--- config.mk ---
export PLATFORM = sky130hd
export DESIGN_NAME = rect_blit_engine
export DESIGN_NICKNAME = d
export VERILOG_FILES = /design/src/rtl/blit_pkg.sv /design/src/rtl/blit_addr_gen.sv /design/src/rtl/blit_walker.sv /design/src/rtl/rect_blit_engine.sv
export SDC_FILE = /design/constraint.sdc
export NUM_CORES = 1
export LEC_CHECK = 0
export BUFFER_PORTS_ARGS = -buffer_cell sky130_fd_sc_hd__buf_2
export CELL_PAD_IN_SITES_DETAIL_PLACEMENT = 0
export CELL_PAD_IN_SITES_GLOBAL_PLACEMENT = 2
export CORE_UTILIZATION = 32
export CTS_BUF_LIST = sky130_fd_sc_hd__clkbuf_8
export DETAILED_ROUTE_END_ITERATION = 6
export PLACE_DENSITY = 0.71
export SLEW_MARGIN = 20
export SYNTH_ARGS = -nofsm -noshare
export SYNTH_HDL_FRONTEND = slang
export SYNTH_HIERARCHICAL = 1
export SYNTH_SLANG_ARGS = --single-unit
--- constraint.sdc ---
create_clock -name clk -period 14.2 [get_ports clk]
set_input_delay 1.42 -clock clk [delete_from_list [all_inputs] [get_ports clk]]
set_output_delay 1.42 -clock clk [all_outputs]
set_load 0.005 [all_outputs]
--- src/rtl/blit_pkg.sv ---
// Shared constants and types for the rectangle fill/copy engine.
// Assumes a 32-bit register write port with 3-bit offsets.
package blit_pkg;
    localparam int COORD_W   = 16;
    localparam int PITCH_W   = 10;
    localparam int PITCH_LSB = 22;

    localparam logic [2:0] RA_PITCH = 3'd0;
    localparam logic [2:0] RA_DXY   = 3'd1;
    localparam logic [2:0] RA_DHW   = 3'd2;
    localparam logic [2:0] RA_DIR   = 3'd3;
    localparam logic [2:0] RA_SXY   = 3'd4;
    localparam logic [2:0] RA_FG    = 3'd5;
    localparam logic [2:0] RA_MASK  = 3'd6;
    localparam logic [2:0] RA_SRC   = 3'd7;

    typedef enum logic [1:0] {
        ST_IDLE,
        ST_READ,
        ST_WAIT,
        ST_WRITE
    } blit_state_e;
endpackage

--- src/rtl/blit_addr_gen.sv ---
// Maps a pixel coordinate to a word address: BASE + y*pitch*8 + x.
// Purely combinational; assumes one pixel per word and wraps modulo 2**AW.
module blit_addr_gen #(
    parameter int AW = 20,
    parameter int CW = 16,
    parameter int PITCH_W = 10,
    parameter logic [AW-1:0] BASE = '0
) (
    input  logic [CW-1:0]      x,
    input  logic [CW-1:0]      y,
    input  logic [PITCH_W-1:0] pitch,
    output logic [AW-1:0]      addr
);
    localparam int PROD_W = CW + PITCH_W + 3;
    localparam int SUM_W  = (PROD_W > AW) ? PROD_W : AW;

    logic [SUM_W-1:0] row_off;
    logic [SUM_W-1:0] full;

    // Row offset in words, then the full sum.
    always_comb begin
        row_off = (SUM_W'(y) * SUM_W'(pitch)) << 3;
        full    = SUM_W'(BASE) + row_off + SUM_W'(x);
    end

    assign addr = full[AW-1:0];
endmodule

--- src/rtl/blit_walker.sv ---
// Steps destination and source coordinates through a rectangle,
// with rows as the outer loop and columns as the inner loop.
// Assumes load and step are never high together and that width and height are nonzero at load.
module blit_walker #(
    parameter int CW = 16
) (
    input  logic          clk,
    input  logic          rst_n,
    input  logic          load,
    input  logic          step,
    input  logic [CW-1:0] ld_dx,
    input  logic [CW-1:0] ld_dy,
    input  logic [CW-1:0] ld_sx,
    input  logic [CW-1:0] ld_sy,
    input  logic [CW-1:0] ld_w,
    input  logic [CW-1:0] ld_h,
    input  logic          ld_lr,
    input  logic          ld_tb,
    output logic [CW-1:0] dx,
    output logic [CW-1:0] dy,
    output logic [CW-1:0] sx,
    output logic [CW-1:0] sy,
    output logic          last
);
    logic [CW-1:0] w_q, col_left, row_left, dx0_q, sx0_q;
    logic          lr_q, tb_q;

    // Coordinate and remaining-count registers.
    always_ff @(posedge clk) begin
        if (!rst_n) begin
            w_q <= '0; col_left <= '0; row_left <= '0;
            dx0_q <= '0; sx0_q <= '0; lr_q <= 1'b0; tb_q <= 1'b0;
            dx <= '0; dy <= '0; sx <= '0; sy <= '0;
        end else if (load) begin
            w_q      <= ld_w;
            col_left <= ld_w;
            row_left <= ld_h;
            dx0_q    <= ld_dx;
            sx0_q    <= ld_sx;
            lr_q     <= ld_lr;
            tb_q     <= ld_tb;
            dx <= ld_dx; dy <= ld_dy; sx <= ld_sx; sy <= ld_sy;
        end else if (step) begin
            if (col_left == CW'(1)) begin
                col_left <= w_q;
                row_left <= row_left - CW'(1);
                dx <= dx0_q;
                sx <= sx0_q;
                dy <= tb_q ? dy + CW'(1) : dy - CW'(1);
                sy <= tb_q ? sy + CW'(1) : sy - CW'(1);
            end else begin
                col_left <= col_left - CW'(1);
                dx <= lr_q ? dx + CW'(1) : dx - CW'(1);
                sx <= lr_q ? sx + CW'(1) : sx - CW'(1);
            end
        end
    end

    assign last = (col_left == CW'(1)) && (row_left == CW'(1));

    // the end of a row reloads the column count to the width.
    a_r5_row_reload: assert property (@(posedge clk) disable iff (!rst_n)
        (step && col_left == CW'(1)) |=> (col_left == w_q));

    // a step inside a row moves X by one in the chosen direction.
    a_r5_col_step: assert property (@(posedge clk) disable iff (!rst_n)
        (step && col_left != CW'(1)) |=>
        ($past(lr_q) ? (dx == $past(dx) + CW'(1)) : (dx == $past(dx) - CW'(1))));
endmodule

--- src/rtl/rect_blit_engine.sv ---
// Rectangle fill and copy engine for a linear frame buffer.
// Holds the programming registers, sequences memory reads and writes
// with one request outstanding, and assumes in-order read responses.
module rect_blit_engine #(
    parameter int AW = 20,
    parameter int PW = 32,
    parameter logic [AW-1:0] FB_BASE = '0
) (
    input  logic          clk,
    input  logic          rst_n,
    input  logic          reg_we,
    input  logic [2:0]    reg_addr,
    input  logic [31:0]   reg_wdata,
    output logic [31:0]   status,
    output logic          mem_req_valid,
    input  logic          mem_req_ready,
    output logic          mem_req_we,
    output logic [AW-1:0] mem_req_addr,
    output logic [PW-1:0] mem_req_wdata,
    output logic [PW-1:0] mem_req_wmask,
    input  logic          mem_rsp_valid,
    input  logic [PW-1:0] mem_rsp_data
);
    import blit_pkg::*;

    localparam int CW = COORD_W;

    blit_state_e       state;
    logic              busy, start, step, last, have_pix;
    logic [PITCH_W-1:0] pitch_q;
    logic [31:0]       dxy_q, sxy_q;
    logic [1:0]        dir_q;
    logic [PW-1:0]     fg_q, mask_q, pix_q;
    logic              copy_q;
    logic [CW-1:0]     cur_dx, cur_dy, cur_sx, cur_sy;
    logic [AW-1:0]     dst_addr, src_addr;

    assign busy   = (state != ST_IDLE);
    assign status = {31'b0, busy};
    assign start  = reg_we && !busy && (reg_addr == RA_DHW)
                    && (reg_wdata[31:16] != '0) && (reg_wdata[15:0] != '0);

    // Programming registers; only written while idle.
    always_ff @(posedge clk) begin
        if (!rst_n) begin
            pitch_q <= '0; dxy_q <= '0; sxy_q <= '0; dir_q <= 2'b11;
            fg_q <= '0; mask_q <= '1; copy_q <= 1'b0;
        end else if (reg_we && !busy) begin
            case (reg_addr)
                RA_PITCH: pitch_q <= reg_wdata[PITCH_LSB +: PITCH_W];
                RA_DXY:   dxy_q   <= reg_wdata;
                RA_DIR:   dir_q   <= reg_wdata[1:0];
                RA_SXY:   sxy_q   <= reg_wdata;
                RA_FG:    fg_q    <= reg_wdata[PW-1:0];
                RA_MASK:  mask_q  <= reg_wdata[PW-1:0];
                RA_SRC:   copy_q  <= reg_wdata[0];
                default:  ;
            endcase
        end
    end

    blit_walker #(.CW(CW)) u_walk (
        .clk(clk), .rst_n(rst_n), .load(start), .step(step),
        .ld_dx(dxy_q[31:16]), .ld_dy(dxy_q[15:0]),
        .ld_sx(sxy_q[31:16]), .ld_sy(sxy_q[15:0]),
        .ld_w(reg_wdata[31:16]), .ld_h(reg_wdata[15:0]),
        .ld_lr(dir_q[0]), .ld_tb(dir_q[1]),
        .dx(cur_dx), .dy(cur_dy), .sx(cur_sx), .sy(cur_sy), .last(last)
    );

    blit_addr_gen #(.AW(AW), .CW(CW), .PITCH_W(PITCH_W), .BASE(FB_BASE)) u_dst_addr (
        .x(cur_dx), .y(cur_dy), .pitch(pitch_q), .addr(dst_addr)
    );

    blit_addr_gen #(.AW(AW), .CW(CW), .PITCH_W(PITCH_W), .BASE(FB_BASE)) u_src_addr (
        .x(cur_sx), .y(cur_sy), .pitch(pitch_q), .addr(src_addr)
    );

    assign step = (state == ST_WRITE) && mem_req_ready && !last;

    // Operation sequencer: read (copy only), wait for data, write, advance.
    always_ff @(posedge clk) begin
        if (!rst_n) begin
            state <= ST_IDLE;
            pix_q <= '0;
        end else begin
            case (state)
                ST_IDLE:  if (start) state <= copy_q ? ST_READ : ST_WRITE;
                ST_READ:  if (mem_req_ready) state <= ST_WAIT;
                ST_WAIT:  if (mem_rsp_valid) begin
                              pix_q <= mem_rsp_data;
                              state <= ST_WRITE;
                          end
                ST_WRITE: if (mem_req_ready) begin
                              if (last)        state <= ST_IDLE;
                              else if (copy_q) state <= ST_READ;
                              else             state <= ST_WRITE;
                          end
                default:  state <= ST_IDLE;
            endcase
        end
    end

    // Request outputs decoded from the sequencer state.
    always_comb begin
        mem_req_valid = (state == ST_READ) || (state == ST_WRITE);
        mem_req_we    = (state == ST_WRITE);
        mem_req_addr  = (state == ST_WRITE) ? dst_addr : src_addr;
        mem_req_wdata = copy_q ? pix_q : fg_q;
        mem_req_wmask = mask_q;
    end

    // Tracks whether a read response has arrived since the last write.
    always_ff @(posedge clk) begin
        if (!rst_n)
            have_pix <= 1'b0;
        else if (mem_rsp_valid)
            have_pix <= 1'b1;
        else if (mem_req_valid && mem_req_we && mem_req_ready)
            have_pix <= 1'b0;
    end

    // reset leaves the engine idle with no request.
    a_r1_reset_quiet: assert property (@(posedge clk)
        !rst_n |=> (!mem_req_valid && !status[0]));

    // an accepted start raises busy on the next cycle.
    a_r3_busy_on_start: assert property (@(posedge clk) disable iff (!rst_n)
        start |=> status[0]);

    // the final accepted write returns the engine to idle.
    a_r3_done_idle: assert property (@(posedge clk) disable iff (!rst_n)
        (mem_req_valid && mem_req_we && mem_req_ready && last) |=> !status[0]);

    // a copy write only goes out after its source read returned.
    a_r6_read_first: assert property (@(posedge clk) disable iff (!rst_n)
        (mem_req_valid && mem_req_we && copy_q) |-> have_pix);

    // a size write with a zero field leaves the engine idle.
    a_r9_zero_idle: assert property (@(posedge clk) disable iff (!rst_n)
        (reg_we && !busy && reg_addr == RA_DHW &&
         (reg_wdata[31:16] == '0 || reg_wdata[15:0] == '0)) |=> !status[0]);

    // register writes while busy change nothing.
    a_r10_frozen: assert property (@(posedge clk) disable iff (!rst_n)
        (busy && reg_we) |=> ($stable(fg_q) && $stable(mask_q) && $stable(dxy_q) && $stable(copy_q)));

    // a pending request holds until accepted.
    a_r11_hold: assert property (@(posedge clk) disable iff (!rst_n)
        (mem_req_valid && !mem_req_ready) |=>
        (mem_req_valid && $stable(mem_req_addr) && $stable(mem_req_we) && $stable(mem_req_wdata)));
endmodule

Word level (Yosys, flattened, before mapping):

Cells that the tools add are included.

* eq/ne operators: 16
* reductions and logical operators: 27
* multiplexer cells: 31
* $add $sub $neg: 12
* multiply operators: 2

Operators with widths (number)
* $mux 16: 22
* $sub 16x1->16 const B: 6
* $add 16x1->16 const B: 4
* $add 20x16->20: 2
* $mul 16x10->17: 2
* $eq 16x1->1 const B: 2
* $mux 32: 1
* $reduce_bool 16->1: 2
* $mux 20: 1
* $reduce_and 2->1: 9
* $eq 3x3->1 const B: 4
* $mux 2: 6
* $ne 2x2->1 const B: 4
* $pmux 2 s4: 1
* $logic_and 1x1->1: 7
* $eq 3x2->1 const B: 2
* $reduce_bool 2->1: 3
* $eq 2x2->1 const B: 2
* $reduce_and 4->1: 1
* $eq 3x1->1 const B: 1
* $logic_not 3->1: 1
* $eq 2x1->1 const B: 1
* $logic_not 1->1: 2
* $logic_not 2->1: 1
* $logic_or 1x1->1: 1

* input port bits: 72
* output and inout bits: 118
* register bits: 321

Logic depth before layout (Yosys ltp):

Gate-level depths: netlist of the first run.

* depth after elaboration: 8
* depth in mapped cells: 27

Modules after synthesis:

Netlist of the first run, hierarchy kept.

By module, submodules not included
* blit_walker: seq. area each 2922.8 um^2, instances 1, cells an instance 1203, area each 9582.9 um^2
* rect_blit_engine: seq. area each 3503.4 um^2, instances 1, cells an instance 889, area each 7473.4 um^2
* blit_addr_gen (u_dst_addr): seq. area each 0.0 um^2, instances 1, cells an instance 525, area each 4305.4 um^2
* blit_addr_gen (u_src_addr): seq. area each 0.0 um^2, instances 1, cells an instance 493, area each 4127.7 um^2

Least setup slack after synthesis of the first run:

Ideal clock, no wire load.

* path type: register to output
* start point: register pitch_q[3]
* end point: output mem_req_addr[19]
* arrival time: 6145 ps
* path slack: 6635 ps
* path buffers: 1
* stages on the path, launching flop included: 27
* path through: dfxtp_1 -> clkbuf_1 -> nand2_1 -> fa_1 -> inv_1 -> fa_1 -> inv_1 -> fa_1 -> inv_1 -> fa_1 -> inv_1 -> fa_1 -> inv_1 -> ha_1 -> o21a_1 -> nor2_1 -> a21oi_1 -> a21oi_1 -> nor2b_1 -> o311a_1 -> ha_1 -> nand4_1 -> o21ai_0 -> a21oi_1 -> nor4b_2 -> xnor2_1 -> mux2_2

* longest elaborated chain between the ends: 3

RTL lines
* start, declared: line rect_blit_engine.sv:30 `logic [PITCH_W-1:0] pitch_q;`
* start signal, assigned: line rect_blit_engine.sv:50 `RA_PITCH: pitch_q <= reg_wdata[PITCH_LSB +: PITCH_W];`
* $mul 16x10->17: line blit_addr_gen.sv:22 `row_off = (SUM_W'(y) * SUM_W'(pitch)) << 3;`
* $add 20x16->20: line blit_addr_gen.sv:23 `full = SUM_W'(BASE) + row_off + SUM_W'(x);`
* named net src_addr[19]: line rect_blit_engine.sv:36 `logic [AW-1:0] dst_addr, src_addr;`
* $mux 20: line rect_blit_engine.sv:108 `mem_req_addr = (state == ST_WRITE) ? dst_addr : src_addr;`
* end, declared: line rect_blit_engine.sv:18 `output logic [AW-1:0] mem_req_addr,`

The timed path passes the listed nets, and every way through them passes these cells.

Worst setup path after layout of the first run:

* start point: register pitch_q[2]
* end point: output mem_req_addr[19]

* longest elaborated chain between the ends: 3

RTL lines (line)
* $mul 16x10->17: blit_addr_gen.sv:22
* $add 20x16->20: blit_addr_gen.sv:23
* named net dst_addr[19]: rect_blit_engine.sv:36
* $mux 20: rect_blit_engine.sv:108

The timed path passes the listed nets, and every way through them passes these cells.

==> results of run 1 <==
-- layer usage --
| layer | vias to the layer above | share of wire [%] | GRT usage, % |
|---|---|---|---|
| met1 | 10511 | 47 | 27.3 |
| li1 | 10566 | - | - |
| met4 | 6 | 2.2 | 5.05 |
| met3 | 99 | 4.3 | 2.86 |
| met2 | 488 | 46 | 33.7 |
| met5 | - | 0.042 | 0 |
-- kinds of logic after synthesis --
kind of cell    count (synthesis)
simple gates                 1154
compound gates                684
buf+inv                       414
flops                         321
fa+ha+maj                     310
xor+xnor                      136
mux                            90
other cells                     1
-- through the flow --
stage          instance area (µm²)  worst slack, ps  power, mW  hold slack (ps)  cells
3_5_place_dp                 27000             5790       1.27              443   4183
6_report                     28100             5170       2.11              448   4285
2_1_floorplan                25600             6630       1.17              430   3140
5_1_grt                      28100             4700       2.22              461   4285
4_1_cts                      28100             5070       2.15              452   4283
3_3_place_gp                 27000             5920       1.27              438   4183
-- area by class of cell --
| class | count | area (µm²) |
|---|---|---|
| timing repair buffer | 192 | 1050 |
| antenna | 2 | 5.00 |
| tap | 1050 | 1310 |
| fill | 8405 | 50800 |
| clock buffer | 71 | 977 |
| clock inverter | 29 | 141 |
| multi-input combinational | 2405 | 17400 |
| inverter | 215 | 810 |
| sequential | 321 | 6430 |
-- power by group through the flow --
stage                     Clock [mW]  Sequential (mW)  Combinational [mW]
after detailed placement           0            0.973               0.301
after global routing           0.928            0.957               0.334
after CTS                      0.890            0.953               0.302
after floorplan                    0            0.958               0.215
final                          0.855            0.954               0.301
after global placement             0            0.972               0.297
-- critical path: cells and delay by family, from the launching register on --
| family | cells | cell delay, ps |
|---|---|---|
| AND/OR/NAND/NOR | 4 | 660 |
| AO/OA/AOI/OAI | 7 | 1090 |
| flip-flops | 1 | 720 |
| adder cells (fa/ha/maj) | 7 | 3210 |
| multiplexers | 1 | 270 |
| buffers and inverters | 7 | 690 |
| XOR/XNOR | 2 | 290 |
-- synthesized netlist by cell type (7+ instances only) --
master and number:
or3_1 7, buf_4 46, o31ai_1 7, nand3_1 79, o2bb2ai_1 8, nor4_1 16, buf_2 26, a211oi_1 32
xnor2_1 93, a21o_1 25, o21a_1 28, nor3_1 34, dfxtp_1 321, clkbuf_1 106, and3_1 13, nor2b_1 44
nor2_1 136, o21ai_1 13, o211ai_1 22, mux2_2 52, a21boi_0 55, fa_1 162, a22o_1 9, nand4_1 12
a31oi_1 22, xor2_1 42, a21oi_1 148, buf_1 12, ha_1 148, inv_1 214, o21ai_0 124, o211a_1 11
and2_1 133, mux2i_1 38, a21boi_1 100, nand2_1 610, nand2b_1 25
-- flip-flops by register name, summed over array words and instances (netlist names), 32 cells and up --
name / cells
dxy_q: 32
fg_q: 32
mem_req_wmask: 32
pix_q: 32
sxy_q: 32
-- worst min path at each step --
stage,cells past startpoint,slack [ps],end,startpoint
after CTS,2,450,sxy_q[15]$_SDFFE_PN0P_,sxy_q[15]$_SDFFE_PN0P_
after global placement,2,440,fg_q[13]$_SDFFE_PN0P_,fg_q[13]$_SDFFE_PN0P_
after floorplan,2,430,dxy_q[6]$_SDFFE_PN0P_,dxy_q[6]$_SDFFE_PN0P_
after detailed placement,2,440,sxy_q[15]$_SDFFE_PN0P_,sxy_q[15]$_SDFFE_PN0P_
final,2,450,sxy_q[15]$_SDFFE_PN0P_,sxy_q[15]$_SDFFE_PN0P_
after global routing,2,460,dxy_q[6]$_SDFFE_PN0P_,dxy_q[6]$_SDFFE_PN0P_
==> run_results.csv, run 1 <==
group,metric,value,unit
timing,rsz0062_at_grt,"false",
place,routabilityCongestion,0.833,
cells_and_area,final_cell_mix,"nand2_1, dfxtp_1, inv_1",
power_and_ir_drop,power_frac_seq,45.2,%
timing,fmax,0.111,GHz
clocking,cts_buffers,56,
synth,synthFlopType,"dfxtp_1",
power_and_ir_drop,p_per_area,75.1,nW/µm²
synth,yosys.area.top_type,"dfxtp_1",
route,vias,21670,
grt,gr-usage-all-layers,20.2,%
clocking,clk_path_buf_depth,3,
timing,finalMaxSlewViolations,0,
power_and_ir_drop,p_leak,12.2,nW
synth,async_flop_share,0,%
worst_setup_path,path_class,"register to output port",
synth,synth_top_family_by_area,"simple AND/OR/NAND/NOR gates",
synth,synth_compound_area_share,18.1,%
floorplanning,floorplan.rows,103,
clocking,post-cts-setup-buffers,0,
synth,yosysWarnings,6,
route,dr.pass1.iters,7,
floorplanning,io_pins,190,
route,drt-vias-per-instance,5.06,
synth,ys_seq_area_share,25.2,%
route,antenna_left,0,
worst_setup_path,crit_end,"mem_req_addr[19]",
floorplanning,coreArea,78900,µm²
worst_setup_path,startpoint,"pitch_q[2]$_SDFFE_PN0P_",
synth,synth_top_area_share,25.2,%
timing,tightest_slew,1060,ps
cells_and_area,area_growth,10.2,%
route,drt_iter0_drc,1117,
clocking,clkTransAtPathRegs,70,ps
power_and_ir_drop,clkPwrFrac,40.5,%
worst_setup_path,worstReg2RegStart,"u_walk/col_left[1]$_SDFFE_PN0P_",
timing,min_period,9030,ps
worst_setup_path,crit_fanout,16,
cells_and_area,nNetsFinal,3573,
floorplanning,die_x,284,µm
grt,grt_pass1_vias,21942,
timing,setup_viol_count_final,0,
synth,synthCells,3110,
power_and_ir_drop,p_sw_share,29.6,%
place,io_buffer_count,158,
power_and_ir_drop,p_sw,0.624,mW
power_and_ir_drop,combPwrFrac,14.3,%
worst_setup_path,cpPeakStageDelay,720,ps
worst_setup_path,cp_data_required_time,12780,ps
worst_setup_path,r2r_end,"u_walk/dx[11]$_SDFFE_PN0P_",
synth,synth_edf_count,0,
synth,synth_fa_ha_area_share,20.0,%
hold_path,min_path_type,"register to register",
synth,synth_area_per_cell,8.20,µm²
floorplanning,fp.dieArea,80800,µm²
timing,period_share,63.6,%
power_and_ir_drop,vdd_drop_max,64.3,µV
clocking,clock_sinks,321,
grt,grt_max_degree,83,
clocking,cts_max_level,2,
clocking,cts_hold_buf,0,
worst_setup_path,crit_path_top_delay_cell,"dfxtp_1",
clocking,post_cts_resized,0,
power_and_ir_drop,power.internal,1.49,mW
synth,synth.mux.area_fraction,3.79,%
grt,grt_pass1_wl,129000,µm
grt,antenna_found_initial,5,
synth,yosys.area_share.simple,21.0,%
route,detail_route.wl_per_cell,19.4,µm
worst_setup_path,worst_setup_path_end_kind,"output port",
timing,finClkSkew,34.2,ps
place,hpwl,58200,µm
clocking,insertion_delay,650,ps
clocking,ctsRootBufferMaster,"clkbuf_8",
route,drt-total-wl,83000,µm
floorplanning,initial_core_util,32.3,%
cells_and_area,mostFrequentLayoutCell,"nand2_1",
route,drcViolationCount,0,
timing,setup_tns,0,ps
synth,syn-cell-area,25500,µm²
timing,maxSlewHeadroom,29.1,%
run,timing.max_cap.violations,0,
worst_setup_path,worstSetupStartpointType,"register",
timing,finalHoldViolCount,0,
grt,gr-total-overflow,0,
worst_setup_path,arrival,7610,ps
synth,synth_cell_types,100,
cells_and_area,drive_gt1_share,11.6,%
clocking,cts_tree,"yes",
status,outcome,"finished, final reports clean",
synth,ys_seq_elements,321,
cells_and_area,final_core_util,35.6,%
worst_setup_path,rr_worst_depth,16,
floorplanning,dieHeight,284,µm
synth,synth_area_leaders,"dfxtp_1, fa_1, nand2_1, ha_1, and2_1",
synth,synth_xor_area_share,4.70,%
worst_setup_path,r2r_setup_slack,9430,ps
(Power assumes the default switching activity.)
==> run 2, diff against run 1 <==
ABC_AREA = 1   (was default)
PLACE_DENSITY = 0.79   (was 0.71)
clock period = 7.3 ns   (was 14.2 ns; I/O delays follow)
==> run_results.csv, run 2 <==
group,metric,value,unit
place,io_buffer_count,158,
grt,grt_use_met1,29.2,%
synth,synth_cell_types,46,
clocking,cts_max_level,2,
grt,gr-total-overflow,0,
floorplanning,initial_core_util,32.5,%
route,detail_route.wl_per_cell,16.9,µm
worst_setup_path,startpoint,"pitch_q[1]$_SDFFE_PN0P_",
timing,maxSlewHeadroom,27.0,%
timing,fmax,0.142,GHz
worst_setup_path,cpPeakStageDelay,530,ps
route,drt_iter0_drc,1329,
route,vias,24813,
timing,finClkSkew,49.3,ps
synth,yosysWarnings,6,
synth,synth_area_leaders,"dfxtp_1, nand2_1, fa_1, inv_1, ha_1",
worst_setup_path,crit_fanout,4,
grt,antenna_found_initial,7,
grt,grt_max_degree,161,
timing,tightest_slew,1090,ps
hold_path,holdCritStartpoint,"mem_rsp_data[26]",
cells_and_area,final_core_util,37.1,%
cells_and_area,drive_gt1_share,12.5,%
synth,synthCells,4047,
place,routabilityCongestion,0.873,
worst_setup_path,arrival,6310,ps
floorplanning,die_x,291,µm
clocking,clk_path_buf_depth,3,
synth,syn-cell-area,26700,µm²
timing,setup_viol_count_final,0,
worst_setup_path,worstReg2RegStart,"state[1]$_SDFFE_PN0P_",
worst_setup_path,crit_end,"mem_req_addr[19]",
floorplanning,fp.dieArea,84600,µm²
route,dr.pass1.iters,5,
timing,finalMaxSlewViolations,0,
grt,grt.met2_usage,33.4,%
worst_setup_path,r2r_setup_slack,3090,ps
floorplanning,floorplan.rows,105,
run,timing.max_cap.violations,0,
synth,yosys.area.top_type,"dfxtp_1",
power_and_ir_drop,p_leak,16.2,nW
worst_setup_path,cp_data_required_time,6570,ps
synth,ys_seq_area_share,24.1,%
clocking,cts_tree,"yes",
timing,finalHoldViolCount,0,
hold_path,min_path_type,"input port to register",
grt,grt_pass1_wl,139000,µm
grt,busiest_layer,"met2",
worst_setup_path,worst_setup_path_end_kind,"output port",
timing,rsz0062_at_grt,"true",
worst_setup_path,path_class,"register to output port",
synth,ys_seq_elements,321,
power_and_ir_drop,vdd_drop_max,134,µV
route,drt-total-wl,89600,µm
cells_and_area,mostFrequentLayoutCell,"nand2_1",
route,drt-vias-per-instance,4.68,
grt,use_met3,3.62,%
cells_and_area,area_growth,14.4,%
clocking,clkTransAtPathRegs,60,ps
synth,synth_edf_count,0,
status,outcome,"finished, final reports clean",
clocking,ctsRootBufferMaster,"clkbuf_8",
synth,synth_most_common_cell,"nand2_1",
clocking,cts_hold_buf,0,
place,hpwl,65300,µm
clocking,insertion_delay,660,ps
clocking,cts_buffers,56,
cells_and_area,nNetsFinal,4568,
power_and_ir_drop,total_power,5.27,mW
timing,setup_tns,0,ps
timing,min_period,7040,ps
grt,grt_pass1_vias,24079,
worst_setup_path,rr_worst_depth,12,
place,place_worst_setup_slack,288,ps
worst_setup_path,worstSetupStartpointType,"register",
cells_and_area,final_cell_mix,"nand2_1, inv_1, nor2_1",
synth,synth_area_per_cell,6.59,µm²
synth,async_flop_share,0,%
hold_path,hold_path_depth,3,
worst_setup_path,cp_common_cell,"nand2_1",
route,drcViolationCount,0,
route,antenna_left,0,
floorplanning,io_pins,190,
cells_and_area,final_cells,5301,
floorplanning,coreArea,82200,µm²
synth,synthFlopType,"dfxtp_1",
grt,gr-usage-all-layers,20.9,%
timing,postLayoutSetupSlackWorst,264,ps
place,dp.cells,5155,
synth,synth_top_area_share,24.1,%
floorplanning,dieHeight,291,µm
worst_setup_path,r2r_end,"u_walk/sy[2]$_SDFFE_PN0P_",
worst_setup_path,crit_path_top_delay_cell,"fa_1",
clocking,clock_sinks,321,
synth,synth.cells.most_frequent,"nand2_1, inv_1, nor2_1, dfxtp_1, o21ai_0",
timing,period_share,96.4,%
power_and_ir_drop,p_per_area,173,nW/µm²
==> run 2: cell count changes after synthesis, sizes merged, moves of 25 or more <==
cell	delta
inv	+418
mux2i	-38
a21oi	+114
a211oi	-37
nor2b	-45
nand2b	-25
mux2	-52
nand2	+577
xnor2	-65
and2	-129
a21boi	-127
nor2	+247
o21ai	+136
nand3	+153
==> run 2: through the flow <==
stage,instance area (µm²),hold slack (ps)
floorplan,26800,424
global placement,28300,433
detailed placement,28300,439
CTS,29800,280
global route,30500,332
finish,30500,350
==> run 2: worst max-delay path, delay by kind of cell, from the launching register on <==
kind	cells	cell delay, ps
adder cells (fa/ha/maj)	7	3120
AND/OR/NAND/NOR	14	1140
AO/OA/AOI/OAI	4	480
buffers and inverters	7	410
XOR/XNOR	1	150
flip-flops	1	390
==> run 2: worst min-delay path by stage <==
stage / endpoint / slack, ps
6_report: pix_q[26]$_SDFFE_PN0P_ / 350
3_3_place_gp: mem_req_wmask[23]$_SDFFE_PN1P_ / 430
3_5_place_dp: pix_q[4]$_SDFFE_PN0P_ / 440
2_1_floorplan: dir_q[0]$_SDFFE_PN1P_ / 420
5_1_grt: pix_q[24]$_SDFFE_PN0P_ / 330
4_1_cts: pix_q[26]$_SDFFE_PN0P_ / 280
==> run 2: repair_timing <==
action                     4_1_cts  5_1_grt
resized for setup               42      117
pin swaps                        5       61
setup endpoints to repair        7        9
setup buffers                    9       27
gates cloned                     3        4
hold endpoints to repair         0        0
==> run 2: cell families (layout without fill, tap and decap cells) <==
logic type / after synthesis / in the layout / synth area share [%]
simple gates: 1871 / 1871 / 28.8
compound gates: 625 / 625 / 12.5
flops: 321 / 321 / 24.1
fa+ha+maj: 310 / 310 / 19.1
other cells: 1 / 32 / 0.0141
buf+inv: 843 / 996 / 13.0
xor+xnor: 76 / 76 / 2.52
==> run 2: cell type report <==
| type | count | area, µm² |
|---|---|---|
| fillers | 9034 | 51700 |
| flip-flops and latches | 321 | 6480 |
| multi-input cells | 2913 | 17300 |
| clock inverters | 31 | 173 |
| inverters | 635 | 2390 |
| well taps | 1070 | 1340 |
| diodes | 1 | 2.50 |
| clock buffers | 71 | 977 |
| repair buffers | 259 | 1860 |
==> run 2: metal layers <==
| layer | wire length [µm] | vias up |
|---|---|---|
| met1 | 43700 | 11458 |
| met5 | 30 | - |
| met2 | 39800 | 464 |
| met4 | 1600 | 6 |
| li1 | - | 12793 |
| met3 | 4440 | 92 |
==> run 2: power by group <==
group / leakage, nW / internal (mW) / total [mW] / switching, mW
clock network: 0.664 / 0.909 / 1.71 / 0.804
logic: 12.9 / 0.549 / 1.57 / 1.02
registers: 2.61 / 1.88 / 1.99 / 0.108
total: 16.2 / 3.34 / 5.27 / 1.93
